[src/rtl/scan_seed_pkg.sv]
package scan_seed_pkg;
  typedef enum logic [1:0] {
    ST_IDLE  = 2'd0,
    ST_COUNT = 2'd1,
    ST_SHIFT = 2'd2,
    ST_CAPT  = 2'd3
  } seq_state_e;
endpackage

[src/rtl/seed_lfsr.sv]
module seed_lfsr #(
  parameter int unsigned W = 4,
  parameter logic [W-1:0] TAPS = 4'b1100,
  parameter logic [W-1:0] SEED = 4'b0001
) (
  input  logic         clk_i,
  input  logic         rst_ni,
  input  logic         step_i,
  output logic [W-1:0] seed_o
);
  logic [W-1:0] s_q;

  always_ff @(posedge clk_i or negedge rst_ni) begin
    if (!rst_ni)     s_q <= SEED;
    else if (step_i) s_q <= {s_q[W-2:0], ^(s_q & TAPS)};
  end

  assign seed_o = s_q;
endmodule

[src/rtl/johnson_rcfg.sv]
module johnson_rcfg #(
  parameter int unsigned L = 6
) (
  input  logic         clk_i,
  input  logic         rst_ni,
  input  logic         en_i,
  input  logic         count_i,   // 1: Johnson count, 0: rotate
  output logic         msb_o
);
  logic [L-1:0] j_q;

  always_ff @(posedge clk_i or negedge rst_ni) begin
    if (!rst_ni)       j_q <= '0;
    else if (en_i) begin
      if (count_i)     j_q <= {j_q[L-2:0], ~j_q[L-1]};
      else             j_q <= {j_q[L-2:0], j_q[L-1]};
    end
  end

  assign msb_o = j_q[L-1];
endmodule

[src/rtl/seq_ctrl.sv]
module seq_ctrl
  import scan_seed_pkg::*;
#(
  parameter int unsigned L = 6
) (
  input  logic clk_i,
  input  logic rst_ni,
  input  logic start_i,
  output logic count_o,
  output logic shift_o,
  output logic capt_o,
  output logic seed_step_o
);
  localparam int unsigned SCW = (L > 1) ? $clog2(L) : 1;
  localparam int unsigned PCW = $clog2(2 * L);
  localparam logic [SCW-1:0] SHIFT_LAST = SCW'(L - 1);
  localparam logic [PCW-1:0] PAT_LAST   = PCW'(2 * L - 1);

  seq_state_e   st_q, st_d;
  logic [SCW-1:0] sc_q;
  logic [PCW-1:0] pc_q;

  always_comb begin
    st_d = st_q;
    unique case (st_q)
      ST_IDLE:  if (start_i) st_d = ST_COUNT;
      ST_COUNT: st_d = ST_SHIFT;
      ST_SHIFT: if (sc_q == SHIFT_LAST) st_d = ST_CAPT;
      ST_CAPT:  st_d = ST_COUNT;
      default:  st_d = ST_IDLE;
    endcase
  end

  always_ff @(posedge clk_i or negedge rst_ni) begin
    if (!rst_ni) begin
      st_q <= ST_IDLE;
      sc_q <= '0;
      pc_q <= '0;
    end else begin
      st_q <= st_d;
      if (st_q == ST_SHIFT) sc_q <= (sc_q == SHIFT_LAST) ? '0 : sc_q + 1'b1;
      if (st_q == ST_CAPT)  pc_q <= (pc_q == PAT_LAST) ? '0 : pc_q + 1'b1;
    end
  end

  assign count_o     = (st_q == ST_COUNT);
  assign shift_o     = (st_q == ST_SHIFT);
  assign capt_o      = (st_q == ST_CAPT);
  assign seed_step_o = capt_o && (pc_q == PAT_LAST);
endmodule

[src/rtl/scan_seed_seq.sv]
module scan_seed_seq #(
  parameter int unsigned M_CHAINS  = 4,
  parameter int unsigned CHAIN_LEN = 6,
  parameter logic [M_CHAINS-1:0] TAPS = 4'b1100,
  parameter logic [M_CHAINS-1:0] SEED = 4'b0001
) (
  input  logic                clk_i,
  input  logic                rst_ni,
  input  logic                start_i,
  output logic [M_CHAINS-1:0] scan_data_o,
  output logic                scan_en_o,
  output logic                pattern_done_o,
  output logic                seed_step_o,
  output logic                fast_step_o
);
  // Johnson width never below chain count
  localparam int unsigned L = (CHAIN_LEN < M_CHAINS) ? M_CHAINS : CHAIN_LEN;

  logic                count, shift, capt, seed_step, j_msb;
  logic [M_CHAINS-1:0] seed_q;

  seq_ctrl #(.L(L)) u_ctrl (
    .clk_i, .rst_ni, .start_i,
    .count_o(count), .shift_o(shift), .capt_o(capt), .seed_step_o(seed_step)
  );

  seed_lfsr #(.W(M_CHAINS), .TAPS(TAPS), .SEED(SEED)) u_lfsr (
    .clk_i, .rst_ni, .step_i(seed_step), .seed_o(seed_q)
  );

  johnson_rcfg #(.L(L)) u_john (
    .clk_i, .rst_ni, .en_i(count | shift), .count_i(count), .msb_o(j_msb)
  );

  for (genvar k = 0; k < M_CHAINS; k++) begin : g_xor
    assign scan_data_o[k] = shift & (seed_q[k] ^ j_msb);
  end

  assign scan_en_o      = shift;
  assign pattern_done_o = capt;
  assign seed_step_o    = seed_step;
  assign fast_step_o    = count | shift;
endmodule

[config.mk]
export PLATFORM = sky130hd
export DESIGN_NAME = scan_seed_seq
export DESIGN_NICKNAME = d
export VERILOG_FILES = /design/src/rtl/scan_seed_pkg.sv /design/src/rtl/seed_lfsr.sv /design/src/rtl/johnson_rcfg.sv /design/src/rtl/seq_ctrl.sv /design/src/rtl/scan_seed_seq.sv
export SDC_FILE = /design/constraint.sdc
export NUM_CORES = 1
export LEC_CHECK = 0
export BUFFER_PORTS_ARGS = -buffer_cell sky130_fd_sc_hd__buf_2
export CORE_MARGIN = 4
export CORE_UTILIZATION = 45
export CTS_BUF_LIST = sky130_fd_sc_hd__clkbuf_16
export DETAILED_ROUTE_END_ITERATION = 6
export PLACE_DENSITY = 0.73
export SETUP_SLACK_MARGIN = 0.02
export SYNTH_ARGS = -nofsm -noshare
export SYNTH_HDL_FRONTEND = slang
export SYNTH_SLANG_ARGS = --single-unit
[constraint.sdc]
create_clock -name clk_i -period 3.4 [get_ports clk_i]
set_clock_uncertainty 0.15 [all_clocks]
set_input_delay 0 -clock clk_i [delete_from_list [all_inputs] [get_ports clk_i]]
set_output_delay 0 -clock clk_i [all_outputs]
set_load 0.05 [all_outputs]
### After elaboration in Yosys (flattened, before gate mapping)

Cells that the tools add are included.
W data, S select, Z words.

| word-level totals | value |
|---|---|
| register bits | 19 |
| output and inout port bits | 8 |
| logic and storage cells | 34 |
| input bits | 3 |

| cells by class | value |
|---|---|
| bitwise logic cells | 10 |
| add/sub/neg operators | 2 |
| equal/unequal tests | 7 |
| reduce and logical (&&, ||, !) cells | 4 |
| muxes and demuxes | 6 |

Operators with widths:

| kind | number |
|---|---|
| $pmux W2 S4 | 1 |
| $add A4 B1 Y4 const B | 1 |
| $and A1 B1 Y1 | 4 |
| $eq A2 B2 Y1 const B | 2 |
| $eq A4 B4 Y1 const B | 1 |
| $mux W2 | 2 |
| $mux W4 | 1 |
| $reduce_xor A4 Y1 | 1 |
| $xor A1 B1 Y1 | 4 |
| $add A3 B1 Y3 const B | 1 |
| $eq A3 B3 Y1 const B | 1 |
| $mux W3 | 1 |
| $eq A2 B1 Y1 const B | 1 |
| $logic_not A2 Y1 | 1 |
| $ne A2 B1 Y1 const B | 1 |
| $ne A2 B2 Y1 const B | 1 |
| $reduce_and A2 Y1 | 1 |
| $logic_and A1 B1 Y1 | 1 |
| $mux W1 | 1 |
| $not A1 Y1 | 1 |
| $or A1 B1 Y1 | 1 |

### Depth between registers and ports, before layout

| logic depth | value |
|---|---|
| depth after elaboration | 3 |
| mapped depth | 5 |
| mapped depth without buffers | 5 |

### Hierarchy

From an unflattened synthesis, not the netlist that was laid out.

| unflattened totals | value |
|---|---|
| cell total of the unflattened synthesis | 76 |
| area, all modules | 948.4 sq um |

By module, submodules not included:

| module | times used | cells each | area an instance (sq um) | seq. area each (sq um) |
|---|---|---|---|---|
| seq_ctrl | 1 | 42 | 475.5 | 225.2 |
| johnson_rcfg | 1 | 15 | 254.0 | 150.1 |
| seed_lfsr | 1 | 10 | 152.6 | 101.3 |
| scan_seed_seq | 1 | 9 | 66.3 | 0.0 |

### Worst setup path after synthesis

OpenSTA, ideal clock, no wires.

| timing path | value |
|---|---|
| path kind | reg-to-reg |
| from | register u_ctrl.st_q[0] |
| to | register u_john.j_q[1] |
| stages on the path, launching flop included | 5 |
| period minus slack after synthesis | 1.877 ns |
| data required time | 3.125 ns |
| setup time | 0.125 ns |
| buffers on the path | 1 |
| setup slack | 1.523 ns |
| arrival | 1.602 ns |
| cells stage by stage | dfrtp_1 inv_1 ha_1 buf_2 mux2_2 |

| on the way | value |
|---|---|
| cells in the longest elaborated chain, start to end | 2 |
| elaborated cells on any way between the ends | 3 |
| those cells by class | eq/ne: 2; bitwise: 1 |

Ends and longest elaborated chain:

| element | line | RTL |
|---|---|---|
| start, declared | seq_ctrl.sv:19 | `seq_state_e st_q, st_d;` |
| start signal, assigned | seq_ctrl.sv:40 | `st_q <= st_d;` |
| $eq A2 B1 Y1 / $eq A2 B2 Y1 (equally long branches) | seq_ctrl.sv:46, seq_ctrl.sv:47 |  |
| $or A1 B1 Y1 * | -- |  |
| via fast_step_o | scan_seed_seq.sv:14 | `output logic fast_step_o` |
| end signal, assigned | johnson_rcfg.sv:15 | `if (count_i) j_q <= {j_q[L-2:0], ~j_q[L-1]};` |
| end signal, assigned | johnson_rcfg.sv:16 | `else j_q <= {j_q[L-2:0], j_q[L-1]};` |
| end, declared | johnson_rcfg.sv:10 | `logic [L-1:0] j_q;` |

The timed path passes the listed nets; every way through them passes the cells marked *.
A chain may end at the register's enable or synchronous reset.

### Worst setup path after layout

| timing path | value |
|---|---|
| from | register u_ctrl.st_q[1] |
| to | output seed_step_o |

| on the way | value |
|---|---|
| cells in the longest elaborated chain, start to end | 2 |

Ends and longest elaborated chain:

| element | line | RTL |
|---|---|---|
| $eq A2 B2 Y1 | seq_ctrl.sv:48 | `assign capt_o = (st_q == ST_CAPT);` |
| $logic_and A1 B1 Y1 | seq_ctrl.sv:49 | `assign seed_step_o = capt_o && (pc_q == PAT_LAST);` |
| end, declared | scan_seed_seq.sv:13 | `output logic seed_step_o,` |

No other way between the ends.

==> qor.txt <==
Placement Cell Area - 1040 um^2
Drt pass-1 iters - 2
Antenna violations before repair - 0
Crit. Startpoint - u_ctrl.st_q[1]
CP peak stage delay - 0.40 ns
Worst path cell trace - ha_1, nand4b_4, inv_1, buf_2
Vias in the first global route - 587
Via/cell ratio - 4.87
Post-CTS sizing - 0
LEAKAGE - 0.525 nW
Status - finished, final reports clean
Largest net degree at the start of global routing - 20
Sw frac - 17.3%
Slew Viols, Final - 0
Core area - 2000 um^2
Share of the synthesized area in the top cell type - 46.8%
Worst vdd ir - 0.000206 V
Critical path endpoint category - primary output
RR Endpoint - u_john.j_q[1]
Sink Count - 19
Req. time, crit path - 3.25 ns
Global-route usage over all layers - 12.1%
Reg2Reg Setup Slack - 1.79 ns
Die Area - 2950 um^2
Final Non-Filler Cells - 119
RSZ-0062 raised after global routing - false
Gpl congestion - 0.735
Max-Cap Viols - 0
Yosys reg bits - 19
Netlist cell types - 27
Hold Crit Class - input pin to flop
Port-buffer cells - 10
Reg clk slew, reported paths - 0.05 ns
Int Power - 0.384 mW
Row count - 16
Initial core utilization - 48.1%
Post-route setup slack - 1.70 ns
First-pass GRT wire length - 2530 um
Worst Path Arrival - 1.55 ns
Worst slew pin tran - 0.427 ns
Final hold vios - 0
Mapped cell area - 963 um^2
Sequential share of the synthesized area - 49.5%
Worst Setup EP - seed_step_o
Share of layout cells above drive strength 1 - 28.3%
CP max FO - 8
Slowest library cell on the worst path - dfrtp_1
Pwr/cell area - 412 nW/um^2
Synth warnings - 0
Critical path class - flop to primary output
Mapped Cells - 79
Clk pwr share - 49.9%
Comb pwr share - 1.3%
Die Y - 54.3 um
Final setup viols - 0
DR WL/cell - 12.6 um
CP startpoint kind - flop
Post-CTS Setup Bufs - 0
Vias - 579
Synthesized area per cell - 12.2 um^2
Final setup TNS - 0 ns
Die Wd - 54.3 um
Tmin final - 1.70 ns
Detailed placement HPWL - 1040 um
Most frequent cells in the layout - dfrtp_1, buf_2, mux2_2, nand2_1, ha_1
Top cell type by total area after synthesis - dfrtp_1
CTS Buf Count - 3
H-tree depth - 1
# placed instances - 114
Total wire length - 1500 um
Fin util - 56.3%
CTS tree - yes
Design Area, Final - 1130 um^2
Final Cycle Share - 50.1%
Max frequency - 587 MHz
Root Driver - clkbuf_16
Setup WS pre-CTS - 1.79 ns
Largest cells by area after synthesis - dfrtp_1, mux2_2, ha_1
Worst skew pair latency - 0.24 ns
Layout Nets - 102
DRC - 0
Drt initial violations - 2
Post-DRT Antenna Nets - 0
Max clock buf depth - 2
Slew margin rel. - 71.5%
Area grow syn2layout - 16.9%
Io pins - 11
GRT overflow - 0
Sequential Power Share - 48.7%
Most common cell after layout, fill and taps aside - dfrtp_1
Antenna fix cells - 0
Crit Reg-Reg Startpoint - u_ctrl.st_q[1]
Psw - 0.0806 mW
Cell count of the worst reg-to-reg path - 3
Syn_nets - 88
==> sequential cells by signal, summed over array words and instances, names as in the netlist <==
signal and count:
u_john.j_q 6, u_ctrl.pc_q 4, u_lfsr.seed_o 4, u_ctrl.sc_q 3, u_ctrl.st_q 2
==> metal layers <==
layer	vias to the layer above	track usage, %	share of wire, %	routed length [um]
met5	-	0	0	0
met4	0	4.98	0.47	7
met3	2	2.45	4.3	65
met2	7	21.5	50	753
met1	280	14.0	45	677
li1	290	-	-	-
==> worst max-delay path, delay by kind of cell (launching register included) <==
family / cells / cell delay, ns
and+or+nand+nor: 1 / 0.21
DFF: 1 / 0.40
buffers and inverters: 2 / 0.33
adders and majority gates: 1 / 0.37
==> Yosys cell counts <==
master    number
a21boi_0       1
a21o_1         1
a21oi_1        1
a21oi_2        1
and2_1         4
and4b_1        1
buf_2          2
dfrtp_1       18
dfstp_2        1
ha_1           6
inv_1          4
mux2_1         1
mux2_2         7
mux2_4         3
mux2i_1        1
nand2_1        6
nand2b_1       1
nand3_1        1
nand3b_1       2
nand4b_4       1
nor2_1         2
nor2b_1        1
nor3_1         1
o21ai_0        3
o21ai_1        2
xnor2_1        2
xor2_1         5
==> layout make-up <==
| cell class | count | area [um^2] |
|---|---|---|
| well taps | 27 | 33.8 |
| fillers | 180 | 876 |
| clock inverters | 1 | 3.75 |
| inverters | 4 | 15.0 |
| repair buffers | 11 | 60.1 |
| multi-input cells | 54 | 462 |
| flip-flops and latches | 19 | 477 |
| clock buffers | 3 | 75.1 |
==> stage by stage <==
| step | power, mW | hold slack, ns |
|---|---|---|
| after global routing | 0.478 | 0.0495 |
| after floorplan | 0.230 | -0.446 |
| final | 0.465 | 0.0141 |
| after CTS | 0.472 | 0.0155 |
| after detailed placement | 0.236 | -0.188 |
| after global placement | 0.236 | -0.193 |
==> kinds of logic (layout without fill, tap and decap cells) <==
logic type	after synthesis	in the layout	synth area share [%]
fa+ha+maj	6	6	7.79
buf+inv	6	19	2.60
simple gates	20	20	13.1
mux	12	12	15.1
xor+xnor	7	7	6.36
compound gates	9	9	5.58
flops	19	19	49.5
==> worst min-delay path by stage <==
stage,cells past startpoint,slack [ns],to,start
CTS,4,0.02,u_ctrl.st_q[0],start_i
finish,4,0.01,u_ctrl.st_q[0],start_i
floorplan,0,-0.45,u_ctrl.pc_q[0],rst_ni
global route,4,0.05,u_ctrl.st_q[0],start_i
detailed placement,1,-0.19,u_ctrl.sc_q[2],rst_ni
global placement,1,-0.19,u_ctrl.sc_q[0],rst_ni
==> what timing repair did <==
action / CTS / global route
endpoints found under the setup margin: 0 / 0
endpoints found under the hold margin: 19 / 0
hold buffers: 1 / 0
==> power groups by stage <==
stage / sequential [mW] / clock [mW] / combinational (mW)
final: 0.226 / 0.232 / 0.00609
after floorplan: 0.230 / 0 / 0.00000389
after global placement: 0.230 / 0 / 0.00546
after global routing: 0.226 / 0.245 / 0.00720
after detailed placement: 0.230 / 0 / 0.00560
after CTS: 0.226 / 0.239 / 0.00656
Power figures use the tool's default switching activity.
